--- src/rtl/pg_pkg.sv ---
package pg_pkg;
  typedef enum logic [1:0] {
    ST_ON    = 2'd0,
    ST_IDLE  = 2'd1,
    ST_SLEEP = 2'd2,
    ST_WAKE  = 2'd3
  } pg_state_e;
endpackage

--- src/rtl/pg_fsm.sv ---
module pg_fsm
  import pg_pkg::*;
#(
  parameter int IDLE_W   = 12,
  parameter int WAKE_DLY = 4,
  parameter int OFF_W    = 10
) (
  input  logic              clk,
  input  logic              rst,
  input  logic              busy,
  input  logic              mp_pulse,
  input  logic              mp_sel,
  input  logic              gate_en,
  input  logic [IDLE_W:0]   idle_thr,
  output logic              sleep_o,
  output logic              ready_o,
  output logic              ev_valid,
  output logic [OFF_W-1:0]  ev_off
);
  localparam int WK_W = $clog2(WAKE_DLY) + 1;

  pg_state_e        st;
  logic [IDLE_W:0]  idle_cnt;
  logic [IDLE_W:0]  idle_nxt;
  logic [WK_W-1:0]  wk_cnt;
  logic [OFF_W-1:0] off_cnt;
  logic             go_sleep;

  always_comb begin
    idle_nxt = (idle_cnt == '1) ? idle_cnt : idle_cnt + 1'b1;
    go_sleep = gate_en && ((mp_sel && mp_pulse) || (idle_nxt >= idle_thr));
    ev_valid = (st == ST_SLEEP) && busy;
    ev_off   = off_cnt;
  end

  always_ff @(posedge clk) begin
    if (rst) begin
      st       <= ST_ON;
      idle_cnt <= '0;
      wk_cnt   <= '0;
      off_cnt  <= '0;
      sleep_o  <= 1'b0;
      ready_o  <= 1'b1;
    end else begin
      case (st)
        ST_ON, ST_IDLE: begin
          if (busy) begin
            st       <= ST_ON;
            idle_cnt <= '0;
          end else if (go_sleep) begin
            st       <= ST_SLEEP;
            sleep_o  <= 1'b1;
            ready_o  <= 1'b0;
            off_cnt  <= OFF_W'(1);
            idle_cnt <= '0;
          end else begin
            st       <= ST_IDLE;
            idle_cnt <= idle_nxt;
          end
        end
        ST_SLEEP: begin
          if (busy) begin
            st      <= ST_WAKE;
            sleep_o <= 1'b0;
            wk_cnt  <= '0;
          end else if (off_cnt != '1) begin
            off_cnt <= off_cnt + 1'b1;
          end
        end
        default: begin
          if (wk_cnt == WK_W'(WAKE_DLY - 1)) begin
            st       <= ST_ON;
            ready_o  <= 1'b1;
            idle_cnt <= '0;
          end else begin
            wk_cnt <= wk_cnt + 1'b1;
          end
        end
      endcase
    end
  end
endmodule

--- src/rtl/pg_adapt.sv ---
module pg_adapt #(
  parameter int IDLE_W = 12,
  parameter int EXP_W  = 4,
  parameter int BUSY_W = 10
) (
  input  logic              clk,
  input  logic              rst,
  input  logic              busy,
  input  logic              tick,
  input  logic [BUSY_W-1:0] hi_thr,
  input  logic [BUSY_W-1:0] lo_thr,
  input  logic [EXP_W-1:0]  min_exp,
  input  logic [EXP_W-1:0]  max_exp,
  output logic [EXP_W-1:0]  idle_exp,
  output logic [IDLE_W:0]   idle_thr
);
  logic [BUSY_W-1:0] busy_cnt;
  logic [BUSY_W-1:0] busy_sum;

  always_comb begin
    busy_sum = (busy_cnt == '1) ? busy_cnt : busy_cnt + BUSY_W'(busy);
    idle_thr = (IDLE_W+1)'(1) << idle_exp;
  end

  always_ff @(posedge clk) begin
    if (rst) begin
      busy_cnt <= '0;
      idle_exp <= min_exp;
    end else if (tick) begin
      busy_cnt <= '0;
      if (busy_sum >= hi_thr) begin
        if (idle_exp < max_exp) idle_exp <= idle_exp + 1'b1;
      end else if (busy_sum < lo_thr) begin
        if (idle_exp > min_exp) idle_exp <= idle_exp - 1'b1;
      end
    end else begin
      busy_cnt <= busy_sum;
    end
  end
endmodule

--- src/rtl/pg_monitor.sv ---
module pg_monitor #(
  parameter int OFF_W     = 10,
  parameter int SCORE_W   = 8,
  parameter int BREAKEVEN = 8
) (
  input  logic             clk,
  input  logic             rst,
  input  logic             tick,
  input  logic             ev_valid,
  input  logic [OFF_W-1:0] ev_off,
  output logic             gate_en
);
  localparam int WW = SCORE_W + OFF_W + 2;
  localparam logic signed [WW-1:0] S_MAX = WW'(2**(SCORE_W-1) - 1);
  localparam logic signed [WW-1:0] S_MIN = -S_MAX - 1;

  logic signed [SCORE_W-1:0] score;
  logic signed [WW-1:0]      delta;
  logic signed [WW-1:0]      sum;
  logic signed [SCORE_W-1:0] clamped;

  always_comb begin
    delta = ev_valid ? ($signed({{(WW-OFF_W){1'b0}}, ev_off}) - $signed(WW'(BREAKEVEN)))
                     : '0;
    sum   = WW'(score) + delta;
    if (sum > S_MAX)      clamped = S_MAX[SCORE_W-1:0];
    else if (sum < S_MIN) clamped = S_MIN[SCORE_W-1:0];
    else                  clamped = sum[SCORE_W-1:0];
  end

  always_ff @(posedge clk) begin
    if (rst) begin
      score   <= '0;
      gate_en <= 1'b1;
    end else if (tick) begin
      score   <= '0;
      gate_en <= !clamped[SCORE_W-1];
    end else begin
      score <= clamped;
    end
  end
endmodule

--- src/rtl/pg_ctrl.sv ---
module pg_ctrl #(
  parameter int IDLE_W    = 12,
  parameter int EXP_W     = $clog2(IDLE_W + 1),
  parameter int WAKE_DLY  = 4,
  parameter int BREAKEVEN = 8,
  parameter int OFF_W     = 10,
  parameter int BUSY_W    = 10,
  parameter int SCORE_W   = 8
) (
  input  logic              clk,
  input  logic              rst,
  input  logic              busy_i,
  input  logic              mispredict_i,
  input  logic              mp_sel_i,
  input  logic              tick_i,
  input  logic [BUSY_W-1:0] hi_thr_i,
  input  logic [BUSY_W-1:0] lo_thr_i,
  input  logic [EXP_W-1:0]  min_exp_i,
  input  logic [EXP_W-1:0]  max_exp_i,
  output logic              sleep_o,
  output logic              ready_o
);
  logic             gate_en_w;
  logic [EXP_W-1:0] idle_exp_w;
  logic [IDLE_W:0]  idle_thr_w;
  logic             ev_valid_w;
  logic [OFF_W-1:0] ev_off_w;

  pg_fsm #(.IDLE_W(IDLE_W), .WAKE_DLY(WAKE_DLY), .OFF_W(OFF_W)) u_fsm (
    .clk(clk), .rst(rst), .busy(busy_i), .mp_pulse(mispredict_i), .mp_sel(mp_sel_i),
    .gate_en(gate_en_w), .idle_thr(idle_thr_w), .sleep_o(sleep_o), .ready_o(ready_o),
    .ev_valid(ev_valid_w), .ev_off(ev_off_w)
  );

  pg_adapt #(.IDLE_W(IDLE_W), .EXP_W(EXP_W), .BUSY_W(BUSY_W)) u_adapt (
    .clk(clk), .rst(rst), .busy(busy_i), .tick(tick_i), .hi_thr(hi_thr_i),
    .lo_thr(lo_thr_i), .min_exp(min_exp_i), .max_exp(max_exp_i),
    .idle_exp(idle_exp_w), .idle_thr(idle_thr_w)
  );

  pg_monitor #(.OFF_W(OFF_W), .SCORE_W(SCORE_W), .BREAKEVEN(BREAKEVEN)) u_mon (
    .clk(clk), .rst(rst), .tick(tick_i), .ev_valid(ev_valid_w), .ev_off(ev_off_w),
    .gate_en(gate_en_w)
  );
endmodule

--- config.mk ---
export PLATFORM = sky130hd
export DESIGN_NAME = pg_ctrl
export DESIGN_NICKNAME = d
export VERILOG_FILES = /design/src/rtl/pg_pkg.sv /design/src/rtl/pg_fsm.sv /design/src/rtl/pg_adapt.sv /design/src/rtl/pg_monitor.sv /design/src/rtl/pg_ctrl.sv
export SDC_FILE = /design/constraint.sdc
export NUM_CORES = 1
export LEC_CHECK = 0
export CAP_MARGIN = 20
export CORE_MARGIN = 5
export CORE_UTILIZATION = 53
export DETAILED_ROUTE_END_ITERATION = 7
export GPL_ROUTABILITY_DRIVEN = 0
export GPL_TIMING_DRIVEN = 0
export PLACE_DENSITY_LB_ADDON = 0.2
export SLEW_MARGIN = 20
export SYNTH_ARGS = -nofsm -noshare
export SYNTH_HDL_FRONTEND = slang
export SYNTH_SLANG_ARGS = --single-unit
export TNS_END_PERCENT = 20
--- constraint.sdc ---
create_clock -name clk -period 3.41 [get_ports clk]
set_clock_uncertainty 0.05 [all_clocks]
set_input_delay 0.341 -clock clk [delete_from_list [all_inputs] [get_ports clk]]
set_output_delay 0.341 -clock clk [all_outputs]
set_load 0.03 [all_outputs]
======== After elaboration in Yosys (flattened, before gate mapping) ========
Index checks and enable logic that the tools add are counted.
operators by class
  bitwise logic cells ..................... 2
  add/sub/neg operators ................... 8
  multiplexer cells ....................... 36
  order comparisons ....................... 7
  shift operators ......................... 1
  equality and inequality tests ........... 13
  reductions and logical operators ........ 21
operator list
  cell                   count
  $mux 13                4
  $mux 10                5
  $pmux 13 s2            1
  $mux 4                 6
  $add 8x20->20          1
  $gt 20x8->1 const B    1
  $lt 20x8->1 const B    1
  $mux 20                1
  $pmux 10 s2            1
  $mux 8                 2
  $add 13x1->13 const B  1
  $eq 13x13->1 const B   1
  $ge 13x13->1           1
  $shl 1x4->13 const A   1
  $reduce_and 4->1       3
  $sub 10x4->11 const B  1
  $add 10x1->10          1
  $add 10x1->10 const B  1
  $eq 10x10->1 const B   1
  $ge 10x10->1           1
  $lt 10x10->1           1
  $ne 10x10->1 const B   1
  $reduce_bool 3->1      3
  $mux 2                 4
  other kinds (26)       44
storage, ports and cells
  bits in registers ....................... 53
  bits of input ports ..................... 34

======== Longest topological paths before layout ========
  depth in word-level cells ............... 8
  depth in mapped cells ................... 18
  depth with buffers taken out ............ 18

======== By module ========
From an unflattened synthesis, not the netlist that was laid out.
second synthesis, totals
  cell total of the unflattened synthesis .. 583
  area, all modules ....................... 4625.7 um2
by module, submodules not included
  module      seq. area each (um2)  area an instance (um2)  instances  cells each
  pg_fsm      600.6                 1940.6                  1          251
  pg_adapt    320.3                 1532.7                  1          192
  pg_monitor  180.2                 1152.4                  1          140

======== Worst setup path before layout ========
No wires, ideal clock.
  path kind ............................... register to register
  start ................................... reg u_adapt.busy_cnt[3]
  end ..................................... reg u_adapt.idle_exp[3] (data pin)
  path buffers ............................ 0
  arrival ................................. 3.060 ns
  path slack .............................. 0.033 ns
  cell stages (with the launch flop) ...... 19
  path through ............................ dfxtp_1 and3_1 and3_1 nand3_1 and4_1 nand3_1 xnor2_1 ha_1 a21oi_1 nand2_1 a41oi_1 o21ai_1 inv_2 ha_1 a21o_1 a21oi_1 xnor2_1 xnor2_1 o21ai_1
on the way
  cells in the longest elaborated chain, start to end .. 6
  elaborated cells between the ends (all ways) .. 7
  classes of those cells .................. add/sub: 1; order compare: 1; eq/ne: 1; mux: 4
RTL lines
  item                                           line            source
  start, declared                                pg_adapt.sv:17  logic [BUSY_W-1:0] busy_cnt;
  start signal, assigned                         pg_adapt.sv:37  busy_cnt <= busy_sum;
  $add 10x1->10 or $eq 10x10->1 (tied branches)  pg_adapt.sv:21  busy_sum = (busy_cnt == '1) ? busy_cnt : busy_cnt + BUSY_W'(busy);
  $mux 10 *                                      pg_adapt.sv:21
  via u_adapt.busy_sum[5]                        pg_adapt.sv:18  logic [BUSY_W-1:0] busy_sum;
  $ge 10x10->1 *                                 pg_adapt.sv:31  if (busy_sum >= hi_thr) begin
  $mux 4 *                                       pg_adapt.sv:31
  $mux 4 *                                       pg_adapt.sv:29  end else if (tick) begin
  $mux 4 *                                       pg_adapt.sv:26  if (rst) begin
  end signal, assigned                           pg_adapt.sv:28  idle_exp <= min_exp;
  end signal, assigned                           pg_adapt.sv:32  if (idle_exp < max_exp) idle_exp <= idle_exp + 1'b1;
  end signal, assigned                           pg_adapt.sv:34  if (idle_exp > min_exp) idle_exp <= idle_exp - 1'b1;
  end, declared                                  pg_adapt.sv:14  output logic [EXP_W-1:0] idle_exp,
The timed path passes the listed nets; every way through them passes the cells marked *. The select of a mux whose other input is x is not followed.
A chain may end at the register's enable or synchronous reset.

======== Worst setup path in the final report ========
  start ................................... reg u_adapt.busy_cnt[4]
  end ..................................... reg u_adapt.idle_exp[3] (data pin)
Same word-level chain as after synthesis.

==> results.txt <==
Synthesized instance count - 510
Ys async rst share - 0
Post-synthesis mux area share - 0.00511
CTS Hold Buffers Added - 0
Critical Setup Path Class - flip-flop to flip-flop
Starting Density - 0.542
Slew @ Worst Pin - 567 ps
Fin. Hold Viols - 0
CORE AREA - 7690 um^2
Clock transition at path regs - 100 ps
Number of DRC markers in iteration 0 - 171
Cts bufs inserted - 5
Max Fclk - 291 MHz
Largest family of logic cells by synthesized area - simple AND/OR/NAND/NOR gates
Reg-to-reg critical path endpoint - u_adapt.idle_exp[3]
Sum Neg Setup Slack - -21.7 ps
# H-tree levels - 2
Num ports - 36
Via Count - 3943
Commonest non-fill, non-tap cell in the layout - ha_1
Synthesis-to-finish area growth - 28.9%
Floorplan row count - 32
Number of enable flip-flop cells after synthesis - 4
Clk_lat worst skew - 310 ps
Syn_area_per_cell - 8.17 um^2
Die Area - 9730 um^2
R2r setup slk - -20 ps
Worst Path Max Fanout - 5
Grt ovf - 0
Setup Viol. Count Final - 1
Status - complete, but fails checks
Synth unique cells - 58
Die height - 98.7 um
Port-buffer cells - 35
Synth Area in XOR/XNOR - 0.0652
Root Buffer - clkbuf_8
PD cells - 359 nW/um^2
Hold worst-path end - u_fsm.idle_cnt[9]
DR DRC count - 0
Compound-Gate Fraction of Synth Area - 0.203
Synthesized net count - 606
Vias in the first global route - 3785
RR Startpoint - u_adapt.busy_cnt[4]
Register area share after synthesis - 0.264
Largest net degree at the start of global routing - 18
DPL Wire Length - 7.15 mm
Maximum root-to-sink buffer count - 2
Most frequent cells in the layout - 53 x ha_1, 42 x inv_1, 36 x nand2_1
Critical Path AT - 3420 ps
Worst Reg-to-Reg Cells - 18
RSZ-0062 raised after global routing - true
Ys flop type - dfxtp_1
Mapped cell area - 4170 um^2
Worst hold path depth - 1
Ant. Diodes - 0
Final period util - 1.01
Lkg Pwr - 2.39 nW
Max-slew headroom - 0.622
Power Total - 1.93 mW
CTS tree - done
Die width - 98.7 um
Post-Place Cell Area - 4640 um^2
Layout cells sized above 1 - 0.190
Final instance area - 5370 um^2
Maximum Capacitance Violations - 0
Maximum vdd drop - 0.000315 V
First-pass GRT wire length - 16.8 mm
Hold WC Path Type - flip-flop to flip-flop
Post-synthesis simple-gate area fraction - 0.224
Total Wirelength - 10.5 mm
GR Util All Layers - 0.203
CP Capture Type - flip-flop
Length of the first detailed-routing pass in iterations - 4
Fin util - 0.698
Fin crit period - 3430 ps
Type of origin of the critical path - flip-flop
# nets final - 674
Fin Hold WS - 433 ps
Synth Warn # - 0
Hold Startpoint - u_fsm.idle_cnt[9]
Failing checks - negative setup slack
WL/cell - 15.4 um
Fin worst setup slack - -21.7 ps
Critical path required time - 3400 ps
Clk sink count - 53
Vias per std cell - 5.79
Slew Viols, Final - 0
Synth Area in Adders - 0.190
Initial antenna violation count - 0
#FFs+latches synth - 53
Detail Route Antenna Nets - 0
## routing by layer
layer  share of wire  wire length, um  vias up  global-route usage
met5               0                0        -                   0
met4           0.012              123        0              0.0347
met3           0.034              352       12              0.0389
met2            0.50             5250       65               0.348
met1            0.45             4740     1892               0.269
li1                -                -     1974                   -
## cell usage after synthesis (all sizes together) (2+ instances only)
| cell | n | area share |
|---|---|---|
| edfxtp | 4 | 0.029 |
| clkbuf | 5 | 0.0045 |
| o21ai | 32 | 0.041 |
| xor2 | 13 | 0.027 |
| nor2 | 35 | 0.032 |
| nand2b | 10 | 0.015 |
| or3 | 10 | 0.015 |
| nand4 | 6 | 0.0090 |
| a22o | 6 | 0.013 |
| nand2 | 38 | 0.034 |
| dfxtp | 49 | 0.24 |
| nand3b | 2 | 0.0036 |
| o21bai | 2 | 0.0036 |
| o211ai | 3 | 0.0054 |
| a211o | 2 | 0.0042 |
| a21oi | 41 | 0.049 |
| and2 | 6 | 0.0090 |
| buf | 4 | 0.0048 |
| nor3b | 4 | 0.0072 |
| o211a | 2 | 0.0048 |
| ha | 60 | 0.18 |
| inv | 43 | 0.039 |
| and3 | 7 | 0.011 |
| and4 | 5 | 0.011 |
| a31oi | 10 | 0.015 |
| xnor2 | 18 | 0.038 |
| o31ai | 3 | 0.0054 |
| fa | 2 | 0.0096 |
| a41oi | 2 | 0.0042 |
| or4 | 3 | 0.0054 |
| nand3 | 21 | 0.025 |
| nor2b | 17 | 0.027 |
| a211oi | 4 | 0.0072 |
| o21a | 3 | 0.0054 |
| a21o | 10 | 0.018 |
| nor4 | 3 | 0.0045 |
| a22oi | 3 | 0.0054 |
| nor3 | 6 | 0.0072 |
| or2 | 3 | 0.0045 |
## repair_timing
| action | 4_1_cts | 5_1_grt |
|---|---|---|
| gates cloned | 0 | 0 |
| endpoints found under the setup margin | 39 | 32 |
| pin swaps | 10 | 25 |
| resized for setup | 44 | 50 |
| setup buffers | 12 | 14 |
## worst max-delay path: stages, from the launching register on
cell and delay (ps):
dfxtp_4 360, and3_4 170, and3_4 210, nand3_4 90, and4_4 230, nand3_4 100, xnor2_4 250, ha_4 250
a21oi_2 110, nand2_1 80, a41oi_2 180, o21ai_2 120, inv_2 90, ha_4 190, a21o_1 160, a21oi_2 130
xnor2_1 140, xnor2_1 150, o21ai_1 100
## how the worst max path moves through the flow
stage	start	endpoint	slack, ps
2_1_floorplan	u_adapt.busy_cnt[3]	u_adapt.idle_exp[3]	30
3_3_place_gp	busy_i	u_adapt.idle_exp[3]	-800
3_5_place_dp	busy_i	u_adapt.idle_exp[3]	-870
4_1_cts	u_adapt.busy_cnt[5]	u_adapt.idle_exp[3]	-50
5_1_grt	busy_i	u_adapt.idle_exp[3]	-150
6_report	u_adapt.busy_cnt[4]	u_adapt.idle_exp[3]	-20
## registers in the layout, indices dropped and copies added, names as in the netlist
| name | flops |
|---|---|
| u_mon.score | 8 |
| u_fsm.st | 2 |
| u_fsm.ev_off | 10 |
| u_fsm.idle_cnt | 13 |
| u_fsm.sleep_o | 1 |
| u_fsm.wk_cnt | 3 |
| u_mon.gate_en | 1 |
| u_adapt.idle_exp | 4 |
| u_adapt.busy_cnt | 10 |
| u_fsm.ready_o | 1 |
## final cells by class
type	instances	area, um^2
Buffer	9	45.0
Clock buffer	5	68.8
Clock inverter	3	45.0
Fill cell	590	2320
Inverter	43	161
Multi-Input combinational cell	405	3240
Sequential cell	53	1140
Tap cell	102	128
Timing Repair Buffer	61	549
## report_power, final
part           switching (mW)  internal [mW]
clock network           0.220          0.221
registers              0.0586          0.681
logic                   0.396          0.353
## through the flow
step / worst slack (ps) / instances
finish: -21.7 / 681
CTS: -52.4 / 667
global placement: -798 / 647
global route: -150 / 681
floorplan: 33.4 / 510
detailed placement: -867 / 647
## cells by family after synthesis
kind of cell / count (synthesis)
AOI/OAI and AO/OA: 132
and+or+nand+nor: 178
muxes: 2
xor gates and xnor gates: 31
buffers and inverters: 52
DFF: 53
adders and majority gates: 62
Power figures use the tool's default switching activity.
